===== src/rtl/scratch_probe_pkg.sv =====
package scratch_probe_pkg;

  localparam int unsigned NUM_SLOTS = 4;
  localparam int unsigned SLOT_W    = $clog2(NUM_SLOTS);
  localparam int unsigned CNT_W     = $clog2(NUM_SLOTS + 1);

  typedef enum logic [1:0] {
    ST_IDLE  = 2'd0,
    ST_WRITE = 2'd1,
    ST_READ  = 2'd2,
    ST_FIN   = 2'd3
  } probe_state_e;

  // Legacy window bases in survey order; the order sets the map bit order.
  function automatic logic [15:0] legacy_base(input int unsigned idx);
    logic [15:0] base;
    case (idx)
      0:       base = 16'h03F8;
      1:       base = 16'h02F8;
      2:       base = 16'h03E8;
      default: base = 16'h02E8;
    endcase
    return base;
  endfunction

endpackage


===== src/rtl/probe_slot_map.sv =====
module probe_slot_map
  import scratch_probe_pkg::*;
#(
  parameter int unsigned ADDR_W  = 16,
  parameter int unsigned REG_OFF = 7
) (
  input  logic [SLOT_W-1:0] slot_idx,
  output logic [ADDR_W-1:0] reg_addr
);

  logic [ADDR_W-1:0] addr_tab [NUM_SLOTS];

  for (genvar g = 0; g < NUM_SLOTS; g++) begin : g_tab
    assign addr_tab[g] = ADDR_W'(32'(legacy_base(int'(g))) + REG_OFF);
  end

  assign reg_addr = addr_tab[slot_idx];

endmodule


===== src/rtl/probe_access_timer.sv =====
module probe_access_timer #(
  parameter int unsigned TIMEOUT_CYC = 16
) (
  input  logic clk,
  input  logic rst_n,
  input  logic active,
  input  logic ready,
  output logic expired
);

  localparam int unsigned TW = (TIMEOUT_CYC > 1) ? $clog2(TIMEOUT_CYC) : 1;
  localparam logic [TW-1:0] LAST_WAIT = TW'(TIMEOUT_CYC - 1);

  logic [TW-1:0] wait_q, wait_d;
  logic          wait_en;

  assign expired = active && !ready && (wait_q == LAST_WAIT);

  always_comb begin
    wait_en = 1'b0;
    wait_d  = wait_q;
    if (!active || ready || expired) begin
      wait_en = (wait_q != '0);
      wait_d  = '0;
    end else begin
      wait_en = 1'b1;
      wait_d  = wait_q + 1'b1;
    end
  end

  always_ff @(posedge clk or negedge rst_n) begin
    if (!rst_n) begin
      wait_q <= '0;
    end else if (wait_en) begin
      wait_q <= wait_d;
    end
  end

endmodule


===== src/rtl/probe_tally.sv =====
module probe_tally
  import scratch_probe_pkg::*;
(
  input  logic                 clk,
  input  logic                 rst_n,
  input  logic                 clear,
  input  logic                 hit_en,
  input  logic [SLOT_W-1:0]    hit_slot,
  output logic [CNT_W-1:0]     found_cnt,
  output logic [NUM_SLOTS-1:0] found_map
);

  logic [CNT_W-1:0] cnt_q, cnt_d;
  logic             cnt_en;

  always_comb begin
    cnt_en = clear || hit_en;
    cnt_d  = clear ? '0 : cnt_q + 1'b1;
  end

  always_ff @(posedge clk or negedge rst_n) begin
    if (!rst_n) begin
      cnt_q <= '0;
    end else if (cnt_en) begin
      cnt_q <= cnt_d;
    end
  end

  for (genvar g = 0; g < NUM_SLOTS; g++) begin : g_bit
    logic bit_q;
    logic bit_en;
    assign bit_en = clear || (hit_en && (hit_slot == SLOT_W'(g)));
    always_ff @(posedge clk or negedge rst_n) begin
      if (!rst_n) begin
        bit_q <= 1'b0;
      end else if (bit_en) begin
        bit_q <= !clear;
      end
    end
    assign found_map[g] = bit_q;
  end

  assign found_cnt = cnt_q;

endmodule


===== src/rtl/scratch_probe.sv =====
module scratch_probe
  import scratch_probe_pkg::*;
#(
  parameter int unsigned       ADDR_W      = 16,
  parameter int unsigned       DATA_W      = 8,
  parameter int unsigned       REG_OFF     = 7,
  parameter logic [DATA_W-1:0] TEST_PAT    = 'h55,
  parameter int unsigned       TIMEOUT_CYC = 16
) (
  input  logic                 clk,
  input  logic                 rst_n,
  input  logic                 start,
  output logic                 busy,
  output logic                 done,
  output logic [CNT_W-1:0]     present_cnt,
  output logic [NUM_SLOTS-1:0] present_map,
  output logic [ADDR_W-1:0]    io_addr,
  output logic [DATA_W-1:0]    io_wdata,
  output logic                 io_wr,
  output logic                 io_rd,
  input  logic [DATA_W-1:0]    io_rdata,
  input  logic                 io_ready
);

  localparam logic [SLOT_W-1:0] LAST_SLOT = SLOT_W'(NUM_SLOTS - 1);

  probe_state_e      state_q, state_d;
  logic [SLOT_W-1:0] slot_q, slot_d;
  logic              slot_en;
  logic              clear_tally;
  logic              hit_en;
  logic              step;
  logic              timer_exp;
  logic              strobe_act;

  // Next-state logic
  always_comb begin
    state_d     = state_q;
    slot_d      = slot_q;
    clear_tally = 1'b0;
    hit_en      = 1'b0;
    step        = 1'b0;
    case (state_q)
      ST_IDLE: begin
        if (start) begin
          state_d     = ST_WRITE;
          slot_d      = '0;
          clear_tally = 1'b1;
        end
      end
      ST_WRITE: begin
        if (io_ready) begin
          state_d = ST_READ;
        end else if (timer_exp) begin
          step = 1'b1;
        end
      end
      ST_READ: begin
        if (io_ready || timer_exp) begin
          hit_en = io_ready && (io_rdata == TEST_PAT);
          step   = 1'b1;
        end
      end
      ST_FIN:  state_d = ST_IDLE;
      default: state_d = ST_IDLE;
    endcase
    if (step) begin
      if (slot_q == LAST_SLOT) begin
        state_d = ST_FIN;
      end else begin
        state_d = ST_WRITE;
        slot_d  = slot_q + 1'b1;
      end
    end
    slot_en = clear_tally || (step && (slot_q != LAST_SLOT));
  end

  // State registers
  always_ff @(posedge clk or negedge rst_n) begin
    if (!rst_n) begin
      state_q <= ST_IDLE;
    end else begin
      state_q <= state_d;
    end
  end

  always_ff @(posedge clk or negedge rst_n) begin
    if (!rst_n) begin
      slot_q <= '0;
    end else if (slot_en) begin
      slot_q <= slot_d;
    end
  end

  assign io_wr      = (state_q == ST_WRITE);
  assign io_rd      = (state_q == ST_READ);
  assign strobe_act = io_wr || io_rd;
  assign io_wdata   = TEST_PAT;
  assign busy       = (state_q != ST_IDLE);
  assign done       = (state_q == ST_FIN);

  probe_slot_map #(
    .ADDR_W  (ADDR_W),
    .REG_OFF (REG_OFF)
  ) u_map (
    .slot_idx (slot_q),
    .reg_addr (io_addr)
  );

  probe_access_timer #(
    .TIMEOUT_CYC (TIMEOUT_CYC)
  ) u_timer (
    .clk     (clk),
    .rst_n   (rst_n),
    .active  (strobe_act),
    .ready   (io_ready),
    .expired (timer_exp)
  );

  probe_tally u_tally (
    .clk       (clk),
    .rst_n     (rst_n),
    .clear     (clear_tally),
    .hit_en    (hit_en),
    .hit_slot  (slot_q),
    .found_cnt (present_cnt),
    .found_map (present_map)
  );

endmodule


===== config.mk =====
export PLATFORM = sky130hd
export DESIGN_NAME = scratch_probe
export DESIGN_NICKNAME = d
export VERILOG_FILES = /design/src/rtl/scratch_probe_pkg.sv /design/src/rtl/probe_slot_map.sv /design/src/rtl/probe_access_timer.sv /design/src/rtl/probe_tally.sv /design/src/rtl/scratch_probe.sv
export SDC_FILE = /design/constraint.sdc
export NUM_CORES = 1
export LEC_CHECK = 0
export CORE_ASPECT_RATIO = 1.25
export CORE_MARGIN = 4
export CORE_UTILIZATION = 46
export DETAILED_ROUTE_END_ITERATION = 10
export PLACE_DENSITY = 0.95
export SYNTH_ARGS = -nofsm -noshare
export SYNTH_HDL_FRONTEND = slang
export SYNTH_SLANG_ARGS = --single-unit

===== constraint.sdc =====
create_clock -name clk -period 3.3 [get_ports clk]
set_clock_uncertainty 0.2 [all_clocks]
set_input_delay 0.66 -clock clk [delete_from_list [all_inputs] [get_ports clk]]
set_output_delay 0.66 -clock clk [all_outputs]
set_load 0.1 [all_outputs]

; After elaboration in Yosys (flattened, before gate mapping)
; Cells that the tools add are included.
[word_totals]
reg_bits = 15
latchBits = 0
ramBits = 0
mem_bits_ro = 0
inputBits = 12
output_inout_bits = 35
wordCells = 74
mem_count = 0
[classes]
n_addsub = 3
multipliers = 0
div_mod_pow = 0
magnitude_cmp = 1
eq_ne = 11
n_shift = 0
mux = 23
n_bitwise = 1
reduce_logical = 27
[ops]
columns = cell, count
row1 = 16-bit binary-select mux with 2-bit select, 1
row2 = 16-bit 2-to-1 mux, 2
row3 = 2-bit 2-to-1 mux, 8
row4 = 1-bit logical OR, 10
row5 = 2-bit == test (second input constant), 4
row6 = 8-bit by 7-bit == test with 1-bit output (second input constant), 1
row7 = 1-bit logical AND, 8
row8 = 1-bit 2-to-1 mux, 8
row9 = 4-bit nonzero test, 2
row10 = 2-bit one-hot mux with 3 select lines, 1
row11 = 4-bit by 1-bit adder with 4-bit output (second input constant), 1
row12 = 2-bit by 1-bit == test with 1-bit output (second input constant), 2
row13 = 4-bit == test (second input constant), 1
row14 = 2-bit logical NOT, 2
row15 = 4-bit 2-to-1 mux, 1
row16 = 3-bit by 1-bit adder with 3-bit output (second input constant), 1
row17 = 3-bit >= comparator (second input constant), 1
row18 = 1-bit logical NOT, 3
row19 = 3-bit 2-to-1 mux, 1
row20 = 3-bit by 1-bit inequality test with 1-bit output (second input constant), 1
row21 = 3-bit inequality test (second input constant), 1
row22 = 2-bit NOT with 3-bit output, 1
row23 = 3-bit AND reduction, 1
row24 = 2-bit by 1-bit adder with 2-bit output (second input constant), 1
row25 = 3 further kinds, 3

; Longest topological paths before layout
[logic_depth]
ltp_word = 9
mapped_depth = 6
depth_no_buf = 5

; By module
; Synthesis repeated with hierarchy kept, for this count alone.
[unflattened]
cells_unflattened = 122
hier_area_um2 = 1124.8
[by_module_without_submodules]
columns = mod, instances, cells_each, area_per_inst_um2, seq_area_each_um2
row1 = scratch_probe, 1, 48, 425.4, 100.1
row2 = probe_tally, 1, 31, 337.8, 175.2
row3 = probe_access_timer, 1, 25, 241.5, 100.1
row4 = probe_slot_map, 1, 18, 120.1, 0.0

; Least setup slack after synthesis
; No wires, ideal clock.
[synth_timing]
kind = reg-to-output
start = reg slot_q[1]
end = out io_addr[8]
t_arrival_ns = 1.751
slack_ns = 0.689
path_stages_with_launch = 4
path_buffers = 0
path_cell_list = dfrtp_1 > inv_1 > ha_1 > or2_2
[synth_via]
elab_chain_len = 4
[synth_rtl]
columns = element, line_no
row1 = "start, declared", scratch_probe.sv:28  ; logic [SLOT_W-1:0] slot_q, slot_d;
row2 = "start signal, assigned", scratch_probe.sv:91  ; slot_q <= slot_d;
row3 = 2-bit NOT with 3-bit output (implied by the code), probe_slot_map.sv:17  ; assign reg_addr = addr_tab[slot_idx];
row4 = 16-bit binary-select mux with 2-bit select, probe_slot_map.sv:17
row5 = 16-bit 2-to-1 mux (implied by the code) (2 in series), probe_slot_map.sv:17
row6 = "end, declared", scratch_probe.sv:17  ; output logic [ADDR_W-1:0] io_addr,
; No other way between the ends. The select of a mux whose other input is x is not followed.

; Final worst setup path
[layout_timing]
start = reg slot_q[0]
end = out io_addr[8]
; The elaborated chain is that of the path after synthesis.

==> impl_results.md <==
- Outcome: completed
- DP Area: 0.00128 mm2
- Type of the worst min-delay path: register to register
- Worst skew pair latency: 0.28 ns
- Post-layout util: 53.7%
- Leading area contributor after synthesis: dfrtp_1
- Die Wd: 52.8 um
- Number of synthesized register bits: 15
- H-tree lvl count: 1
- Cts bufs inserted: 3
- Worst slew pin tran: 0.675 ns
- CP Class: register to primary output
- Max VDD drop: 0.652 mV
- Total power: 1.02 mW
- Data required, critical path: 2.44 ns
- GRT overflow: 0
- Compound-Gate Fraction of Synth Area: 8.24%
- Buf+Inv Stages, Crit Path: 2
- Max stage delay on crit path: 0.44 ns
- RSZ-0062 raised after global routing: no
- Layout cell share with drive strength beyond 1: 18.1%
- Vias in the first global route: 828
- Final nets: 168
- Rel. slew slack: 54.8%
- Final hold vios: 0
- Initial antenna violation count: 0
- Synth top area cells: dfrtp_1, buf_4, ha_1
- Fin crit share: 73.0%
- Fill count: 235
- Multiplexer share of the synthesized area: 7.05%
- Ys async rst share: 100%
- Synth Cell Area: 0.00115 mm2
- First-pass GRT wire length: 3.57 mm
- Sequential cell area: 375 um2
- First-pass detailed-route iteration total: 4
- CTS tree: yes
- Drt drc: 0
- Gpl congestion: 0.783
- EDFF count, synth: 0
- Wire per inst: 12.9 um
- Syn. warnings: 0
- Synth Area in XOR/XNOR: 1.52%
- Buffers from clock root to sink, at most: 2
- Post-Layout Cell Count: 177
- Area occupied by multi-input gates: 619 um2
- Area Overhead vs Synth: 13.0%
- Maxcap violations: 0
- Final wirelength: 2.29 mm
- Worst-path cell chain: inv_1, ha_1, or2_2, buf_4
- Final setup viols: 0
- Max-slew violations: 0
- Area share of the largest cell type after synthesis: 32.5%
- Top Family by Delay on Critical Path: flip-flops
- Routed vias/inst: 4.71
- CP max stage cell: dfrtp_1
- Post-cts sizing count: 0
- Placed cells: 173
- Clock slew at reported path FFs: 0.09 ns
- Main combinational cell family by area after synthesis: buffers and inverters
- Arr. time, crit path: 1.55 ns
- Initial DRC count: 14
- TNS Setup: 0 ns
- Core box area: 0.00243 mm2
- Rows: 20
- Leak pwr: 0.689 nW
- Die area: 0.00338 mm2
- Die Y: 64.0 um
- ANT nets after route: 0
- CP Capture Type: primary output
- Synth top cells by count: buf_4, nand2_1, dfrtp_1, ha_1, inv_1
- DR vias: 833
- Post-synthesis adder-cell area fraction: 11.9%
- Critical path peak fanout: 5
- Cell variety after synth: 30
- Register area share after synthesis: 32.5%
- Synth Flop Type: dfrtp_1
- Dpl hpwl: 1.87 mm
- Post-synthesis average cell area: 9.38 um2
- GRT Overall Usage: 14.0%
- Largest net degree at the start of global routing: 17
- Achievable frequency: 415 MHz
- Starting density of the core: 47.5%
- Post-route cell area: 0.00130 mm2
- Clock Sinks: 15
- Mapped Cells: 123
- Hold-fix buffers, CTS: 0
- Post-Synth Simple-Gate Area: 17.8%
- Fin crit period: 2.41 ns
- Leading cell type by number of instances after synthesis: buf_4
- Root Buffer Master: clkbuf_4
- N_diodes: 0
- Setup crit start kind: register
- Post-CTS setup repair buffer count: 0
- Number of port buffers: 24
- Power Dens Cells: 779 mW/mm2
- I/O pin cnt: 47
==> worst register-to-register path, delay by kind of cell (launching register included) <==
family | cells | cell delay, ns
flops | 1 | 0.42
mux | 1 | 0.22
compound gates | 1 | 0.29
fa+ha+maj | 1 | 0.25
buf+inv | 1 | 0.10
simple gates | 1 | 0.20
==> state kept, by name (all words and copies together), names as in the netlist <==
signal	cells
state_q	2
u_tally.g_bit.bit_q	4
u_tally.found_cnt	3
u_timer.wait_q	4
slot_q	2
==> routing by layer <==
layer / vias up / GRT usage (%) / part of all wire (%)
met1: 391 / 15.2 / 38
met2: 35 / 25.3 / 54
met5: - / 0 / 0
met3: 4 / 3.50 / 7.0
met4: 0 / 5.11 / 1.3
li1: 403 / - / -
==> kinds of logic after synthesis <==
family	after synthesis
AOI/OAI and AO/OA	14
xor gates and xnor gates	2
adders and majority gates	11
buffers and inverters	36
DFF	15
muxes	8
other	2
and+or+nand+nor	35
==> cells in the final DEF, fill, tap and decap left out, types with 2 or more instances in the layout <==
cell and n:
clkdlybuf4s50_1 11, dfrtp_1 15, clkbuf_4 3, a21oi_1 2
inv_1 9, o211ai_1 3, nor2_1 4, buf_4 13
nand2b_1 2, nand3_1 3, conb_1 22, o21ai_0 5
a31o_2 2, nand2_1 16, ha_1 11, mux2i_1 7
==> power by group <==
group,internal [mW],leakage (nW),switching (mW),total [mW]
sequential,0.213,0.203,0.0379,0.251
clock,0.0469,0.0150,0.0572,0.104
combinational,0.161,0.471,0.500,0.661
==> worst paths after layout <==
path                                              from                endpoint  slack (ns)  cells past startpoint
max in group asynchronous                        rst_n       u_timer.wait_q[2]        1.89                      1
worst min register to register  u_tally.g_bit[3].bit_q  u_tally.g_bit[3].bit_q        0.31                      2
min in group asynchronous                        rst_n  u_tally.g_bit[0].bit_q        0.58                      1
worst max register to register              state_q[1]               slot_q[1]        1.55                      5
worst max-delay path                         slot_q[0]              io_addr[8]        0.89                      4
worst min-delay path            u_tally.g_bit[3].bit_q  u_tally.g_bit[3].bit_q        0.31                      2
==> metrics by stage <==
stage,hold WS [ns],setup slack (ns)
floorplan,0.164,0.689
global placement,0.269,1.18
detailed placement,0.294,1.13
CTS,0.318,0.875
global route,0.353,0.801
finish,0.315,0.893
==> area by class of cell <==
cell class,instances,share of cell area (%)
sequential,15,28.8
tap,33,3.17
multi-input combinational,92,47.5
timing repair buffer,24,15.9
inverter,9,2.59
clock buffer,4,2.02
(Power assumes the default switching activity.)
